[config.mk]
export PLATFORM = sky130hd
export DESIGN_NAME = txstat_gen
export DESIGN_NICKNAME = d
export VERILOG_FILES = /design/src/rtl/txstat_pkg.sv /design/src/rtl/txstat_coll.sv /design/src/rtl/txstat_flags.sv /design/src/rtl/txstat_pack.sv /design/src/rtl/txstat_gen.sv
export SDC_FILE = /design/constraint.sdc
export NUM_CORES = 1
export LEC_CHECK = 0
export BUFFER_PORTS_ARGS = -buffer_cell sky130_fd_sc_hd__buf_2
export CORE_AREA = 8 8 80 82
export CTS_BUF_LIST = sky130_fd_sc_hd__clkbuf_8
export DETAILED_ROUTE_END_ITERATION = 8
export DIE_AREA = 0 0 88 90
export PLACE_DENSITY_LB_ADDON = 0.05
export SLEW_MARGIN = 40
export SYNTH_ARGS = -nofsm -noshare
export SYNTH_HDL_FRONTEND = slang
export SYNTH_SLANG_ARGS = --single-unit
[constraint.sdc]
create_clock -name clk -period 3.4 [get_ports clk]
set_clock_uncertainty 0.2 [all_clocks]
set_input_delay 0.68 -clock clk [delete_from_list [all_inputs] [get_ports clk]]
set_output_delay 0.68 -clock clk [all_outputs]
set_load 0.03 [all_outputs]
[src/rtl/txstat_pkg.sv]
`timescale 1ns/1ps
package txstat_pkg;

    localparam int STAT_W  = 12;
    localparam int B_DEF   = 11;
    localparam int B_SCOL  = 10;
    localparam int B_MCOL  = 9;
    localparam int B_EXCOL = 8;
    localparam int B_LCOL  = 7;
    localparam int B_LCAR  = 6;
    localparam int B_SQE   = 5;
    localparam int B_UNF   = 4;
    localparam int B_RSV   = 3;
    localparam int B_NOBUF = 2;
    localparam int B_STOP  = 1;
    localparam int B_GOOD  = 0;

    // sticky per-frame observations gathered from the transmitter
    typedef struct packed {
        logic deferred;
        logic exdefer;
        logic lost_carrier;
        logic sqe_seen;
        logic underflow;
        logic no_buffer;
        logic stopped;
    } evflags_t;

    // collision classification for one frame
    typedef struct packed {
        logic one_col;
        logic many_col;
        logic late;
        logic excess;
    } colsum_t;

    function automatic logic [STAT_W-1:0] pack_status(
        input evflags_t f,
        input colsum_t  c,
        input logic     normal,
        input logic     fdx
    );
        logic [STAT_W-1:0] w;
        w          = '0;
        w[B_DEF]   = f.deferred & ~fdx;
        w[B_SCOL]  = normal & c.one_col;
        w[B_MCOL]  = normal & c.many_col;
        w[B_EXCOL] = c.excess;
        w[B_LCOL]  = c.late;
        w[B_LCAR]  = f.lost_carrier;
        w[B_SQE]   = ~f.sqe_seen;
        w[B_UNF]   = f.underflow;
        w[B_RSV]   = 1'b0;
        w[B_NOBUF] = f.no_buffer;
        w[B_STOP]  = f.stopped;
        w[B_GOOD]  = normal & ~f.underflow & ~f.exdefer & ~c.late & ~c.excess;
        return w;
    endfunction

endpackage

[src/rtl/txstat_coll.sv]
`timescale 1ns/1ps
module txstat_coll
    import txstat_pkg::*;
#(
    parameter int RETRY_W = 4,
    parameter int BT_W    = 11,
    parameter int LATE_BT = 512
) (
    input  logic               clk,
    input  logic               rst,
    input  logic               frm_start,
    input  logic               active,
    input  logic               col_evt,
    input  logic [BT_W-1:0]    col_bit_time,
    input  logic [RETRY_W-1:0] retry_limit,
    output colsum_t            sum_nx,
    output logic               abort_now,
    output logic               retry_o,
    output logic               abort_o
);
    localparam int CNT_W = RETRY_W + 1;
    localparam logic [CNT_W-1:0] CNT_MAX = {CNT_W{1'b1}};
    localparam logic [BT_W-1:0]  LATE_LIM = BT_W'(LATE_BT);

    logic [CNT_W-1:0] cnt_q, cnt_nx;
    logic             late_q, late_nx, exc_q, exc_nx;
    logic             hit, retry_now;

    always_comb begin
        hit       = active & col_evt & ~frm_start;
        cnt_nx    = cnt_q;
        late_nx   = late_q;
        exc_nx    = exc_q;
        abort_now = 1'b0;
        retry_now = 1'b0;
        if (hit) begin
            if (cnt_q != CNT_MAX) cnt_nx = cnt_q + 1'b1;
            if (col_bit_time > LATE_LIM) begin
                late_nx   = 1'b1;
                abort_now = 1'b1;
            end else if (cnt_nx > {1'b0, retry_limit}) begin
                exc_nx    = 1'b1;
                abort_now = 1'b1;
            end else begin
                retry_now = 1'b1;
            end
        end
    end

    always_comb begin
        sum_nx.one_col  = (cnt_nx == CNT_W'(1));
        sum_nx.many_col = (cnt_nx > CNT_W'(1));
        sum_nx.late     = late_nx;
        sum_nx.excess   = exc_nx;
    end

    always_ff @(posedge clk) begin
        if (rst || frm_start) begin
            cnt_q   <= '0;
            late_q  <= 1'b0;
            exc_q   <= 1'b0;
            retry_o <= 1'b0;
            abort_o <= 1'b0;
        end else begin
            cnt_q   <= cnt_nx;
            late_q  <= late_nx;
            exc_q   <= exc_nx;
            retry_o <= retry_now;
            abort_o <= abort_now;
        end
    end
endmodule

[src/rtl/txstat_flags.sv]
`timescale 1ns/1ps
module txstat_flags
    import txstat_pkg::*;
(
    input  logic     clk,
    input  logic     rst,
    input  logic     frm_start,
    input  logic     frm_end,
    input  logic     abort_now,
    input  logic     crs,
    input  logic     defer_evt,
    input  logic     exdefer_evt,
    input  logic     underflow_evt,
    input  logic     sqe_seen,
    input  logic     nobuf_evt,
    input  logic     stopped_evt,
    output logic     active,
    output evflags_t flags_nx,
    output logic     done_now,
    output logic     normal_now,
    output logic     suspend_o
);
    evflags_t flags_q;
    logic     live;

    always_comb begin
        live     = active & ~frm_start;
        flags_nx = flags_q;
        if (live) begin
            flags_nx.deferred     = flags_q.deferred     | defer_evt;
            flags_nx.exdefer      = flags_q.exdefer      | exdefer_evt;
            flags_nx.lost_carrier = flags_q.lost_carrier | ~crs;
            flags_nx.sqe_seen     = flags_q.sqe_seen     | sqe_seen;
            flags_nx.underflow    = flags_q.underflow    | underflow_evt;
            flags_nx.no_buffer    = flags_q.no_buffer    | nobuf_evt;
            flags_nx.stopped      = flags_q.stopped      | stopped_evt;
        end
        done_now   = live & (frm_end | abort_now);
        normal_now = live & frm_end & ~abort_now;
    end

    always_ff @(posedge clk) begin
        if (rst) begin
            active  <= 1'b0;
            flags_q <= '0;
        end else if (frm_start) begin
            active  <= 1'b1;
            flags_q <= '0;
        end else begin
            active  <= active & ~done_now;
            flags_q <= flags_nx;
        end
    end

    assign suspend_o = flags_q.underflow;
endmodule

[src/rtl/txstat_pack.sv]
`timescale 1ns/1ps
module txstat_pack
    import txstat_pkg::*;
(
    input  logic              clk,
    input  logic              rst,
    input  logic              done_now,
    input  logic              normal_now,
    input  evflags_t          flags_nx,
    input  colsum_t           sum_nx,
    input  logic              fdx,
    output logic              stat_valid_o,
    output logic [STAT_W-1:0] stat_word_o
);
    always_ff @(posedge clk) begin
        if (rst) begin
            stat_valid_o <= 1'b0;
            stat_word_o  <= '0;
        end else begin
            stat_valid_o <= done_now;
            if (done_now)
                stat_word_o <= pack_status(flags_nx, sum_nx, normal_now, fdx);
        end
    end
endmodule

[src/rtl/txstat_gen.sv]
`timescale 1ns/1ps
module txstat_gen
    import txstat_pkg::*;
#(
    parameter int RETRY_W = 4,
    parameter int BT_W    = 11,
    parameter int LATE_BT = 512
) (
    input  logic               clk,
    input  logic               rst,
    input  logic               cfg_full_duplex,
    input  logic [RETRY_W-1:0] cfg_retry_limit,
    input  logic               frm_start,
    input  logic               frm_end,
    input  logic               col_evt,
    input  logic [BT_W-1:0]    col_bit_time,
    input  logic               crs,
    input  logic               defer_evt,
    input  logic               exdefer_evt,
    input  logic               underflow_evt,
    input  logic               sqe_seen,
    input  logic               nobuf_evt,
    input  logic               stopped_evt,
    output logic               retry_o,
    output logic               abort_o,
    output logic               suspend_o,
    output logic               stat_valid_o,
    output logic [11:0]        stat_word_o
);
    logic     active, abort_now, done_now, normal_now;
    colsum_t  sum_nx;
    evflags_t flags_nx;

    txstat_coll #(.RETRY_W(RETRY_W), .BT_W(BT_W), .LATE_BT(LATE_BT)) u_coll (
        .clk(clk), .rst(rst), .frm_start(frm_start), .active(active),
        .col_evt(col_evt), .col_bit_time(col_bit_time),
        .retry_limit(cfg_retry_limit), .sum_nx(sum_nx),
        .abort_now(abort_now), .retry_o(retry_o), .abort_o(abort_o)
    );

    txstat_flags u_flags (
        .clk(clk), .rst(rst), .frm_start(frm_start), .frm_end(frm_end),
        .abort_now(abort_now), .crs(crs), .defer_evt(defer_evt),
        .exdefer_evt(exdefer_evt), .underflow_evt(underflow_evt),
        .sqe_seen(sqe_seen), .nobuf_evt(nobuf_evt), .stopped_evt(stopped_evt),
        .active(active), .flags_nx(flags_nx), .done_now(done_now),
        .normal_now(normal_now), .suspend_o(suspend_o)
    );

    txstat_pack u_pack (
        .clk(clk), .rst(rst), .done_now(done_now), .normal_now(normal_now),
        .flags_nx(flags_nx), .sum_nx(sum_nx), .fdx(cfg_full_duplex),
        .stat_valid_o(stat_valid_o), .stat_word_o(stat_word_o)
    );
endmodule

---- Word-level counts from Yosys, hierarchy flattened ----
Cells that the tools add are included.
operators by class
  $add $sub $neg .......................... 1
  order comparisons ....................... 3
  equal/unequal tests ..................... 2
  muxes and demuxes ....................... 14
  bitwise gates (word level) .............. 33
  reductions and logical operators ........ 3
operators with widths
  operator                count
  $mux W5                 3
  $and A1 B1 Y1           14
  $gt A11 B10 Y1 const B  1
  $not A1 Y1              11
  $mux W1                 10
  $or A1 B1 Y1            8
  $mux W7                 1
  $add A5 B1 Y5 const B   1
  $eq A5 B1 Y1 const B    1
  $gt A5 B1 Y1 const B    1
  $gt A5 B4 Y1            1
  $ne A5 B5 Y1 const B    1
  $reduce_or A3 Y1        1
  $reduce_or A2 Y1        1
  $logic_or A1 B1 Y1      1
storage, ports and cells
  flip-flop bits (word level) ............. 29
  output and inout bits ................... 16
  logic and storage cells ................. 71

---- Logic depth before layout (Yosys ltp) ----
  word-level depth ........................ 13
  mapped depth ............................ 11
  gate-level depth less buffers ........... 10

---- Hierarchy ----
A second synthesis with hierarchy kept.
unflattened totals
  cells, all modules ...................... 170
  area, all modules ....................... 1457.6 µm²
modules (own cells, without submodules)
  module        times used  cells an instance  area an instance (µm²)  sequential area each (µm²)
  txstat_coll   1           84                 659.4                   180.2
  txstat_pack   1           45                 457.9                   240.2
  txstat_flags  1           41                 340.3                   160.2

---- Least setup slack after synthesis ----
No wires, ideal clock.
  path kind ............................... flip-flop to flip-flop
  start point ............................. reg u_coll.cnt_q[0]
  end point ............................... reg u_pack.stat_word_o[0]
  library setup time ...................... 0.092 ns
  arrival time ............................ 2.803 ns
  required time ........................... 3.108 ns
  path slack .............................. 0.304 ns
  cell stages (with the launch flop) ...... 10
  period minus slack after synthesis ...... 3.096 ns
  cell sequence ........................... dfxtp_1 -> ha_1 -> nand4_1 -> mux2_2 -> ha_1 -> nor2b_1 -> o2111a_1 -> o41a_1 -> or3_4 -> o32ai_1
on the way
  cells in the longest elaborated chain, start to end .. 13
ends and longest elaborated chain
  what                                                  RTL line            text
  start: declaration                                    txstat_coll.sv:25   logic [CNT_W-1:0] cnt_q, cnt_nx;
  start signal: assignment                              txstat_coll.sv:65   cnt_q <= cnt_nx;
  $add A5 B1 Y5 / $ne A5 B5 Y1 (equally long branches)  txstat_coll.sv:37   if (cnt_q != CNT_MAX) cnt_nx = cnt_q + 1'b1;
  $mux W5 *                                             txstat_coll.sv:37
  $mux W5 *                                             txstat_coll.sv:36   if (hit) begin
  $gt A5 B4 Y1 *                                        txstat_coll.sv:41   end else if (cnt_nx > {1'b0, retry_limit}) begin
  $mux W1                                               txstat_coll.sv:41
  $mux W1                                               txstat_coll.sv:38   if (col_bit_time > LATE_LIM) begin
  $mux W1                                               txstat_coll.sv:36
  $not A1 Y1                                            txstat_flags.sv:39  normal_now = live & frm_end & ~abort_now;
  $and A1 B1 Y1                                         txstat_flags.sv:39
  $and A1 B1 Y1 (4 in series)                           txstat_pkg.sv:56    w[B_GOOD] = normal & ~f.underflow & ~f.exdefer & ~c.late & ~c.excess;
  end signal: assignment                                txstat_pack.sv:22   stat_word_o <= pack_status(flags_nx, sum_nx, normal_now, fdx);
  end: declaration                                      txstat_pack.sv:13   output logic [STAT_W-1:0] stat_word_o
Mark *: on every way between the ends. The rest lies on a longest branch, timed or not. The select of a mux whose other input is x is not followed.
A chain may end at the register's enable or synchronous reset.

---- Worst setup path in the final report ----
Ends and elaborated chain as after synthesis.

==> key figures <==
Worst hold path
  – Hold Crit Start: u_pack.stat_word_o[4]$_SDFFE_PP0P_
  – HP Class: register to register

Global routing
  – Total grt overflow: 0
  – Largest net degree at the start of global routing: 21
  – Vias in the first global route: 1343
  – First-pass GRT wire length: 6.38 mm
  – All-Layer GR Usage: 10.2%
  – Antenna violations before repair: 0

Logic synthesis
  – EDFF count, synth: 0
  – Mapped Cells: 169
  – Yosys cell types: 48
  – Total nets after synthesis: 202
  – Mean post-synth cell area: 8.71 um^2
  – Main flop type after synthesis: dfxtp_1
  – Yosys top cell area share: 39.5%
  – Synthesis-stage register bit count: 29
  – FFs w/ async S/R, synth: 0%
  – Post-synthesis sequential area ratio: 39.5%
  – Ranking of synthesized cells by area: dfxtp_1, a21oi_1, nor2_1, nor4_4, ha_1
  – Synth Warn #: 0
  – Synthesized area: 0.00147 mm^2
  – Synth area leader: dfxtp_1

Final layout
  – Layout Nets: 245
  – Post-route insts no fill: 284
  – Commonest non-fill, non-tap cell in the layout: buf_2
  – Filler Cell Count: 574
  – Layout cells sized above 1: 29.2%
  – Most frequent cells in the layout: buf_2, dfxtp_1, nor2_1
  – ANT cells: 0
  – Area Overhead vs Synth: 25.1%

Setup path
  – Critical Path RT: 3.38 ns
  – Crit Path Max Fanout: 6
  – Critical Path End Type: register
  – Startpoint Class: register
  – Worst Path Arrival: 3.12 ns
  – Worst Setup SP: u_coll.cnt_q[0]$_SDFF_PP0_
  – Reg2reg start: u_coll.cnt_q[0]$_SDFF_PP0_
  – Setup CP Type: register to register

Routing
  – Post-route ant nets: 0
  – Vias: 1346
  – Total Wirelength: 3.82 mm
  – DR WL/cell: 13.5 um
  – DR vias/cell: 4.74
  – DRC marker count from the first detailed-route iteration: 50
  – Drc violations: 0
  – 1st-pass router iterations: 4

Die
  – Standard-cell rows: 27
  – Die ar.: 0.00792 mm^2
  – Die Ht: 90 um
  – # IOs: 44
  – Initial Util: 28.1%
  – Die Wd: 88 um
  – Core Box Area: 0.00524 mm^2

STA
  – Final Hold Fails: 0
  – # setup viols final: 0
  – Setup TNS: 0 ns
  – Pins Over Slew Limit: 0
  – RSZ-0062 raised after global routing: false
  – Final period util: 92.6%
  – Min cycle time layout: 3.15 ns
  – Max Freq: 318 MHz

Clock tree
  – Max H-tree Level: 2
  – CTS Hold Bufs: 0
  – Clk Latency, worst-skew pair: 0.27 ns
  – Clock Path Buffers: 2
  – Clock Tree Root: clkbuf_8
  – CTS Buf Count: 5
  – CTS tree: yes
  – CTS sink cnt: 29
  – Clock transition at path regs: 0.06 ns
  – Post-CTS sizing: 0
  – Total setup buffers inserted after CTS: 0

Placed design
  – Inst Count DP: 277
  – HPWL after detailed placement: 3.02 mm
  – Port buffer count: 42
  – Final RePlAce weighted congestion: 0.745

Run status
  – Outcome: complete, no violations

Power
  – Power Total: 0.000708 W
  – Peak VDD IR: 0.193 mV
  – Leakage: 0.763 nW
  – PwrDens: 385 mW/mm^2

Job
  – Max_cap viols: 0
==> worst max-delay path, stage by stage, from the launching register on <==
cell,delay [ns]
dfxtp_1,0.42
ha_1,0.30
nand4_1,0.15
mux2_2,0.30
ha_1,0.30
nor2b_1,0.14
o2111a_1,0.31
o41a_1,0.42
or3_4,0.39
o32ai_1,0.12
==> layer usage <==
| layer | part of all wire, % | GRT usage (%) |
|---|---|---|
| met1 | 50 | 13.7 |
| met3 | 4.2 | 3.55 |
| met5 | 0 | 0 |
| met4 | 0.89 | 3.01 |
| met2 | 45 | 14.8 |
==> stage by stage <==
step / hold WS (ns) / setup slack (ns) / util [%] / cell area [um^2]
final: 0.259 / 0.253 / 35.1 / 1840
after global routing: 0.276 / 0.0379 / 35.1 / 1840
after CTS: 0.264 / 0.250 / 35.1 / 1840
after detailed placement: 0.247 / 0.270 / 33.4 / 1750
after global placement: 0.239 / 0.334 / 33.4 / 1750
after floorplan: 0.219 / 0.304 / - / 1470
==> cells in the mapped netlist, types with 4 or more instances <==
cell type,count
nor2_1,20
a21oi_1,19
o21ai_1,8
clkbuf_1,6
ha_1,5
inv_1,8
o21ai_0,4
dfxtp_1,29
nand2_1,7
or4_1,4
nor3_1,6
==> area by class of cell <==
cell class / count / area [um^2] / share of cell area, %
Clock buffer: 6 / 82.6 / 4.49
Inverter: 8 / 30.0 / 1.63
Tap cell: 72 / 90.1 / 4.89
Multi-Input combinational cell: 122 / 813 / 44.2
Clock inverter: 1 / 3.75 / 0.204
Sequential cell: 29 / 581 / 31.5
Timing Repair Buffer: 46 / 240 / 13.1
==> cell families (layout without fill, tap and decap cells) <==
kind of cell             Yosys count  in the layout  synth area share, %
AO/OA/AOI/OAI                     46             46                 20.3
flip-flops                        29             29                 39.5
other                              1              1                0.255
buffers and inverters             18             61                 5.53
AND/OR/NAND/NOR                   66             66                 27.6
multiplexers                       1              1                0.765
XOR/XNOR                           3              3                 1.79
adder cells (fa/ha/maj)            5              5                 4.25
==> power by group <==
group          internal, W  switching (W)  leakage, nW
Combinational    0.0000342      0.0000518        0.480
Sequential        0.000346     0.00000366        0.235
Clock             0.000157       0.000115       0.0485
Total             0.000538       0.000171        0.763
==> final timing paths <==
path / slack (ns) / to / cells after the start
min: 0.26 / u_pack.stat_word_o[4]$_SDFFE_PP0P_ / 2
max: 0.25 / u_pack.stat_word_o[0]$_SDFFE_PP0P_ / 9
max reg2reg: 0.25 / u_pack.stat_word_o[0]$_SDFFE_PP0P_ / 9
min reg2reg: 0.26 / u_pack.stat_word_o[4]$_SDFFE_PP0P_ / 2
==> registers in the layout (all words and copies together), names as in the netlist <==
signal	flops
u_pack.stat_word_o	11
u_flags.flags_q	6
u_coll.cnt_q	5
u_coll.abort_o	1
u_coll.exc_q	1
u_coll.late_q	1
u_coll.retry_o	1
u_flags.active	1
u_flags.suspend_o	1
u_pack.stat_valid_o	1
Power figures use the tool's default switching activity.
